--- src/rtl/cic_pkg.sv ---
package cic_pkg;

    // Lines per unit and the first-unit input that carries the second unit.
    localparam int unsigned DEF_UNIT_LINES  = 8;
    localparam int unsigned DEF_CASCADE_IDX = 2;

    // Outcome of an acknowledge cycle, decoded at the top level.
    typedef enum logic [1:0] {
        ACK_IDLE     = 2'd0,
        ACK_DIRECT   = 2'd1,
        ACK_CHAINED  = 2'd2,
        ACK_SPURIOUS = 2'd3
    } ack_kind_e;

endpackage

--- src/rtl/cic_first_set.sv ---
// Lowest-numbered set bit of a vector; lower index means higher priority.
module cic_first_set #(
    parameter int unsigned N  = 8,
    parameter int unsigned IW = $clog2(N)
) (
    input  logic [N-1:0]  vec_i,
    output logic          found_o,
    output logic [IW-1:0] idx_o
);

    always_comb begin
        found_o = 1'b0;
        idx_o   = '0;
        for (int i = N - 1; i >= 0; i--) begin
            if (vec_i[i]) begin
                found_o = 1'b1;
                idx_o   = IW'(i);
            end
        end
    end

endmodule

--- src/rtl/cic_unit.sv ---
// One eight-line unit: mask, pending and in-service registers plus resolution.
module cic_unit #(
    parameter int unsigned N        = cic_pkg::DEF_UNIT_LINES,
    parameter int unsigned IW       = $clog2(N),
    parameter bit          CASC_EN  = 1'b0,
    parameter int unsigned CASC_IDX = cic_pkg::DEF_CASCADE_IDX
) (
    input  logic          clk,
    input  logic          rst_n,
    input  logic [N-1:0]  req_i,
    input  logic          mask_we_i,
    input  logic [N-1:0]  mask_wdata_i,
    input  logic          ack_i,
    input  logic          eoi_i,
    output logic          win_valid_o,
    output logic [IW-1:0] win_idx_o,
    output logic [N-1:0]  isr_o
);

    typedef logic [N-1:0] line_t;

    typedef struct packed {
        line_t mask;
        line_t irr;
        line_t isr;
    } unit_state_t;

    // The cascade input stays requestable while its own bit is in service:
    // the downstream unit resolves nesting among its lines itself.
    localparam line_t CASC_BIT  = CASC_EN ? (line_t'(1) << CASC_IDX) : '0;
    localparam line_t GATE_KEEP = ~CASC_BIT;

    localparam unit_state_t RESET_STATE = '{mask: '1, irr: '0, isr: '0};

    unit_state_t state_q, state_d;

    logic          pend_v, svc_v, top_v;
    logic [IW-1:0] pend_idx, svc_idx, top_idx;
    logic          casc_reentry;
    line_t         set_vec, clr_vec;

    cic_first_set #(.N(N), .IW(IW)) u_pend (
        .vec_i   (state_q.irr),
        .found_o (pend_v),
        .idx_o   (pend_idx)
    );

    cic_first_set #(.N(N), .IW(IW)) u_svc (
        .vec_i   (state_q.isr),
        .found_o (svc_v),
        .idx_o   (svc_idx)
    );

    // Same vector as u_svc: the end-of-interrupt target is the top in-service bit.
    assign top_v   = svc_v;
    assign top_idx = svc_idx;

    // Equal priority is blocked, except the cascade input re-entering itself.
    assign casc_reentry = CASC_EN && (pend_idx == IW'(CASC_IDX)) && (svc_idx == IW'(CASC_IDX));

    assign win_valid_o = pend_v && (!svc_v || (pend_idx < svc_idx) || casc_reentry);
    assign win_idx_o   = pend_idx;
    assign isr_o       = state_q.isr;

    always_comb begin
        state_d = state_q;

        if (mask_we_i) begin
            state_d.mask = mask_wdata_i;
        end

        clr_vec = (eoi_i && top_v) ? (line_t'(1) << top_idx) : '0;
        set_vec = (ack_i && win_valid_o) ? (line_t'(1) << pend_idx) : '0;

        state_d.isr = (state_q.isr & ~clr_vec) | set_vec;
        // Level-following request register, gated by mask and service state.
        state_d.irr = req_i & ~state_q.mask & ~(state_d.isr & GATE_KEEP) & ~set_vec;
    end

    always_ff @(posedge clk) begin
        if (!rst_n) begin
            state_q <= RESET_STATE;
        end else begin
            state_q <= state_d;
        end
    end

endmodule

--- src/rtl/cascade_pic.sv ---
// Two cascaded eight-line priority units presenting sixteen request lines.
module cascade_pic #(
    parameter int unsigned LINES    = cic_pkg::DEF_UNIT_LINES,
    parameter int unsigned CASC_IDX = cic_pkg::DEF_CASCADE_IDX
) (
    input  logic                          clk,
    input  logic                          rst_n,
    input  logic [2*LINES-1:0]            irq_i,
    input  logic                          pri_mask_we_i,
    input  logic                          sec_mask_we_i,
    input  logic [LINES-1:0]              mask_wdata_i,
    output logic                          int_o,
    input  logic                          ack_i,
    output logic [$clog2(2*LINES)-1:0]    ack_vec_o,
    input  logic                          eoi_pri_i,
    input  logic                          eoi_sec_i,
    output logic [LINES-1:0]              pri_isr_o,
    output logic [LINES-1:0]              sec_isr_o
);

    import cic_pkg::*;

    localparam int unsigned IW    = $clog2(LINES);
    localparam int unsigned VEC_W = $clog2(2 * LINES);

    logic [LINES-1:0] pri_req;
    logic             pri_win_v, sec_win_v;
    logic [IW-1:0]    pri_win_idx, sec_win_idx;
    logic             sec_ack;
    ack_kind_e        ack_kind;

    // First-unit request vector: the cascade slot takes the second unit's output.
    for (genvar g = 0; g < LINES; g++) begin : g_pri_req
        if (g == CASC_IDX) begin : g_casc
            // The pin at this position is reserved; its level is discarded.
            assign pri_req[g] = sec_win_v | (irq_i[g] & 1'b0);
        end else begin : g_direct
            assign pri_req[g] = irq_i[g];
        end
    end

    cic_unit #(
        .N        (LINES),
        .IW       (IW),
        .CASC_EN  (1'b1),
        .CASC_IDX (CASC_IDX)
    ) u_pri (
        .clk          (clk),
        .rst_n        (rst_n),
        .req_i        (pri_req),
        .mask_we_i    (pri_mask_we_i),
        .mask_wdata_i (mask_wdata_i),
        .ack_i        (ack_i),
        .eoi_i        (eoi_pri_i),
        .win_valid_o  (pri_win_v),
        .win_idx_o    (pri_win_idx),
        .isr_o        (pri_isr_o)
    );

    cic_unit #(
        .N        (LINES),
        .IW       (IW),
        .CASC_EN  (1'b0),
        .CASC_IDX (CASC_IDX)
    ) u_sec (
        .clk          (clk),
        .rst_n        (rst_n),
        .req_i        (irq_i[2*LINES-1:LINES]),
        .mask_we_i    (sec_mask_we_i),
        .mask_wdata_i (mask_wdata_i),
        .ack_i        (sec_ack),
        .eoi_i        (eoi_sec_i),
        .win_valid_o  (sec_win_v),
        .win_idx_o    (sec_win_idx),
        .isr_o        (sec_isr_o)
    );

    assign int_o   = pri_win_v;
    assign sec_ack = ack_i && pri_win_v && (pri_win_idx == IW'(CASC_IDX));

    always_comb begin
        if (!ack_i) begin
            ack_kind = ACK_IDLE;
        end else if (!pri_win_v) begin
            ack_kind = ACK_SPURIOUS;
        end else if (pri_win_idx == IW'(CASC_IDX)) begin
            ack_kind = ACK_CHAINED;
        end else begin
            ack_kind = ACK_DIRECT;
        end
    end

    always_comb begin
        unique case (ack_kind)
            ACK_IDLE:     ack_vec_o = '0;
            ACK_SPURIOUS: ack_vec_o = VEC_W'(LINES - 1);
            ACK_DIRECT:   ack_vec_o = VEC_W'(pri_win_idx);
            ACK_CHAINED:  ack_vec_o = sec_win_v ? (VEC_W'(LINES) + VEC_W'(sec_win_idx))
                                                : VEC_W'(2 * LINES - 1);
            default:      ack_vec_o = '0;
        endcase
    end

endmodule

--- config.mk ---
export PLATFORM = sky130hd
export DESIGN_NAME = cascade_pic
export DESIGN_NICKNAME = d
export VERILOG_FILES = /design/src/rtl/cic_pkg.sv /design/src/rtl/cic_first_set.sv /design/src/rtl/cic_unit.sv /design/src/rtl/cascade_pic.sv
export SDC_FILE = /design/constraint.sdc
export NUM_CORES = 1
export LEC_CHECK = 0
export ABC_AREA = 0
export BUFFER_PORTS_ARGS = -buffer_cell sky130_fd_sc_hd__buf_2
export CAP_MARGIN = 0
export CORE_MARGIN = 2
export CORE_UTILIZATION = 45
export CTS_CLUSTER_SIZE = 24
export DETAILED_ROUTE_END_ITERATION = 10
export PLACE_DENSITY = 0.73
export SETUP_SLACK_MARGIN = 0.2
export SYNTH_ARGS = -nofsm -noshare
export SYNTH_HDL_FRONTEND = slang
export SYNTH_HIERARCHICAL = 1
export SYNTH_SLANG_ARGS = --single-unit
--- constraint.sdc ---
create_clock -name clk -period 8.09 [get_ports clk]
set_input_delay 1.618 -clock clk [delete_from_list [all_inputs] [get_ports clk]]
set_output_delay 1.618 -clock clk [all_outputs]
set_load 0.005 [all_outputs]
==> impl_results.md <==
* Vias in the first global route at 2,205
* Largest area contributor in the netlist: dfxtp_1
* Internal at 343.6 µW
* Hold WS at 439.3 ps
* Sequential power share at a little over half
* Die width at ~80 µm
* WL/cell at 15.58 µm
* Post-synth EDFFs at 0
* Cts hold-fix bufs at 0
* Net Count, Synth at ~340
* # nets final at 372
* TritonCTS clock tree: done
* Final WS setup at 3211 ps
* Vias per std cell at 5.722
* Final Skew at 4.672 ps
* Setup bufs post-CTS at 0
* Root buf cell: clkbuf_8
* Fill cells at about 540
* CTS resizes at 0
* Crit path DAT at 3260 ps
* Asr flop ratio synth at 0%
* Cell Pwr Density at 163.7 nW/µm²
* Crit Path Category: flop to output port
* Area Growth Syn to Fin at 11.47%
* Status: finished clean
* DR WL met2 at 2.828 mm
* Die area at roughly 6400 µm²
* Slew at the pin closest to its max-slew limit at 1022 ps
* Final Cycle Share at 60.31%
* # setup viols final at 0
* Slew HR at 31.44%
* I/O pin total at 52
* Post-Synthesis Cell Area at 2619 µm²
* GP Congestion at around 0.86
* Clock buffer depth at 2
* Number of max-cap violations at 0
* Hold Fails Final Rpt at 0
* Routed length on met1 at 3.028 mm
* Crit path max fanout at 7
* Top achievable clock speed at 0.2050 GHz
* Ys flop type: dfxtp_1
* Pre-CTS WS at 3588 ps
* Share of layout cells above drive strength 1 at 21.89%
* Final WL at 6.386 mm
* VDD IR max at just over 0.1 mV
* Area contributors post-synth: dfxtp_1, mux2i_1, nand2_1, buf_4, nor2b_1
* Setup TNS at 0 ps
* Antenna cells at 0
* Placed Area at 2826 µm²
* Initial antenna violation count at 0
* Drt pass-1 iters at 4
* Ys Warns at 6
* Worst endpoint required time at 6470 ps
* DR DRC count at 0
* Unique masters post-synth at 47
* Hold WC Path Type: flop to flop
* Dpl hpwl at between 4 and 5 mm
* Slowest CP cell: a211oi_1
* Critical Path Most Common Cell: nand2_1
* Crit-path max cell delay at 660 ps
* Yosys reg bits at 48
* Final min period at 4879 ps
* Core Area at 5574 µm²
* Detailed Route Iter0 Violations at 206
* Sw Share at 28.10%
* Synth top area share at 36.69%
* PortBufs at 50
* Via count at roughly 2,300
* Clk sinks at 48
* Clock network fraction of design power at ~31%
* P_leak at 1.235 nW
* GRT Residual Overflow at 0
* Seq/Total Area, Yosys at approximately 37%
* Routed Antenna Nets at 0
* Highest routed layer: met4
* Final instance area at 2919 µm²
* Mapped Cells at 301
* Worst-path clk slew at ~90 ps
* P_sw at 134.3 µW
* Global router's overall resource usage at 20.67%
* Maximum number of pins on one net before global-route repair at 49
* Initial cell density of the core at a little under half
* First-pass GRT wire length at 10.40 mm
* Buf+Inv Stages, Crit Path at 2
* Combinational power share at 16.8%
* Crit end category: output port
* CP delay by family, top: compound AO/OA/AOI/OAI gates
* Clock latency on the worst-skew pair at about 300 ps
* Met3 Routed Length at a little over 400 µm
* Number of placement rows at 27
* Inserted Clock Buffers at 5
* Die Height at 80.29 µm
* RSZ-0062 raised after global routing: false
* Cell Chain, Critical Path: nor2_1 -> o21ai_0 -> a211oi_1 -> inv_1 -> ha_1 -> nand2_1 -> o21ai_1 -> nand2_1 -> o21a_1 -> nor2b_1 -> and3_1 -> buf_2
* Max-slew violations at 0
* Critical Path Source Type: flop
* H-tree depth at 2
* Syn Area/Cell at 8.700 µm²
through the flow:
step                total power [mW]  std cells  util, %
finish                        0.4780        410    52.37
global route                  0.5017        410    52.37
CTS                           0.4807        410    52.37
detailed placement            0.3344        402    50.71
global placement              0.3319        402    50.71
floorplan                     0.3072        301        -
power by group through the flow:
stage / sequential [mW] / combinational [mW] / clock, mW
floorplan: 0.254 / 0.0536 / 0
global placement: 0.255 / 0.0769 / 0
detailed placement: 0.255 / 0.0791 / 0
CTS: 0.250 / 0.0796 / 0.151
global route: 0.251 / 0.0902 / 0.161
finish: 0.250 / 0.0804 / 0.148
logic make-up (layout without fill, tap and decap cells):
logic type / Yosys count / count (layout) / synth area share (%)
compound gates: 81 / 81 / 23.51
simple gates: 112 / 112 / 23.55
buf+inv: 40 / 77 / 8.218
fa+ha+maj: 4 / 4 / 1.911
mux: 16 / 16 / 6.115
flops: 48 / 48 / 36.69
cells in the mapped netlist (2+ instances only):
cell type and instances:
dfxtp_1 48, and3_1 3, a2111oi_2 2, o41ai_1 5, nand3_1 5, nor4_1 4, nand2b_1 2, nor4_2 4
a32o_1 9, or3_1 7, a31oi_1 13, o21ai_0 6, o21bai_1 4, nor2_1 15, clkbuf_1 5, a211oi_1 4
o21a_1 8, a21oi_1 11, inv_1 14, mux2i_1 16, o21ai_1 2, ha_1 4, o22ai_1 5, inv_2 2
nand4b_1 6, and2_1 4, o31ai_1 4, nor2b_1 15, buf_4 17, nand2_1 40
cell type report:
type	instances	area, µm²	area share (%)
tap	72	90.09	3.086
timing repair buffer	53	272.8	9.344
clock buffer	6	82.58	2.829
sequential	48	960.9	32.92
inverter	16	60.06	2.057
multi-input combinational	213	1443	49.42
clock inverter	2	10.01	0.3429
sequential cells by signal, indices dropped and copies added (netlist names):
| signal | count |
|---|---|
| u_sec/state_q | 16 |
| u_pri/state_q | 16 |
| u_sec/isr_o | 8 |
| u_pri/isr_o | 8 |
path summary, 6_finish.rpt:
check                                                    start                      endpoint  slack, ps  cells past startpoint
worst max-delay path                 u_pri/isr_o[5]$_SDFF_PN0_                  ack_vec_o[3]       3210                     12
worst min-delay path            u_pri/state_q[18]$_SDFFE_PN1P_  u_pri/state_q[10]$_SDFF_PN0_        440                      1
worst max register to register       u_pri/isr_o[5]$_SDFF_PN0_     u_sec/isr_o[2]$_SDFF_PN0_       4660                     13
worst min register to register  u_pri/state_q[18]$_SDFFE_PN1P_  u_pri/state_q[10]$_SDFF_PN0_        440                      1
cell usage in the layout, fill, tap and decap left out, drive strengths merged, types with 6 or more instances in the layout:
cell,instances
nor2b,15
nor2,15
o41ai,6
buf,53
a31oi,13
o21a,8
nand4b,6
dfxtp,48
nand2,40
inv,16
clkbuf,6
a32o,9
o21ai,8
a21oi,11
nor4,8
or3,7
mux2i,16
routing by layer:
layer | GRT usage, % | vias up
li1 | - | 1164
met1 | 30.12 | 1104
met2 | 30.50 | 68
met3 | 3.596 | 10
met4 | 7.119 | 0
met5 | 0 | -
No activity file was read; power rests on OpenSTA's default activity.
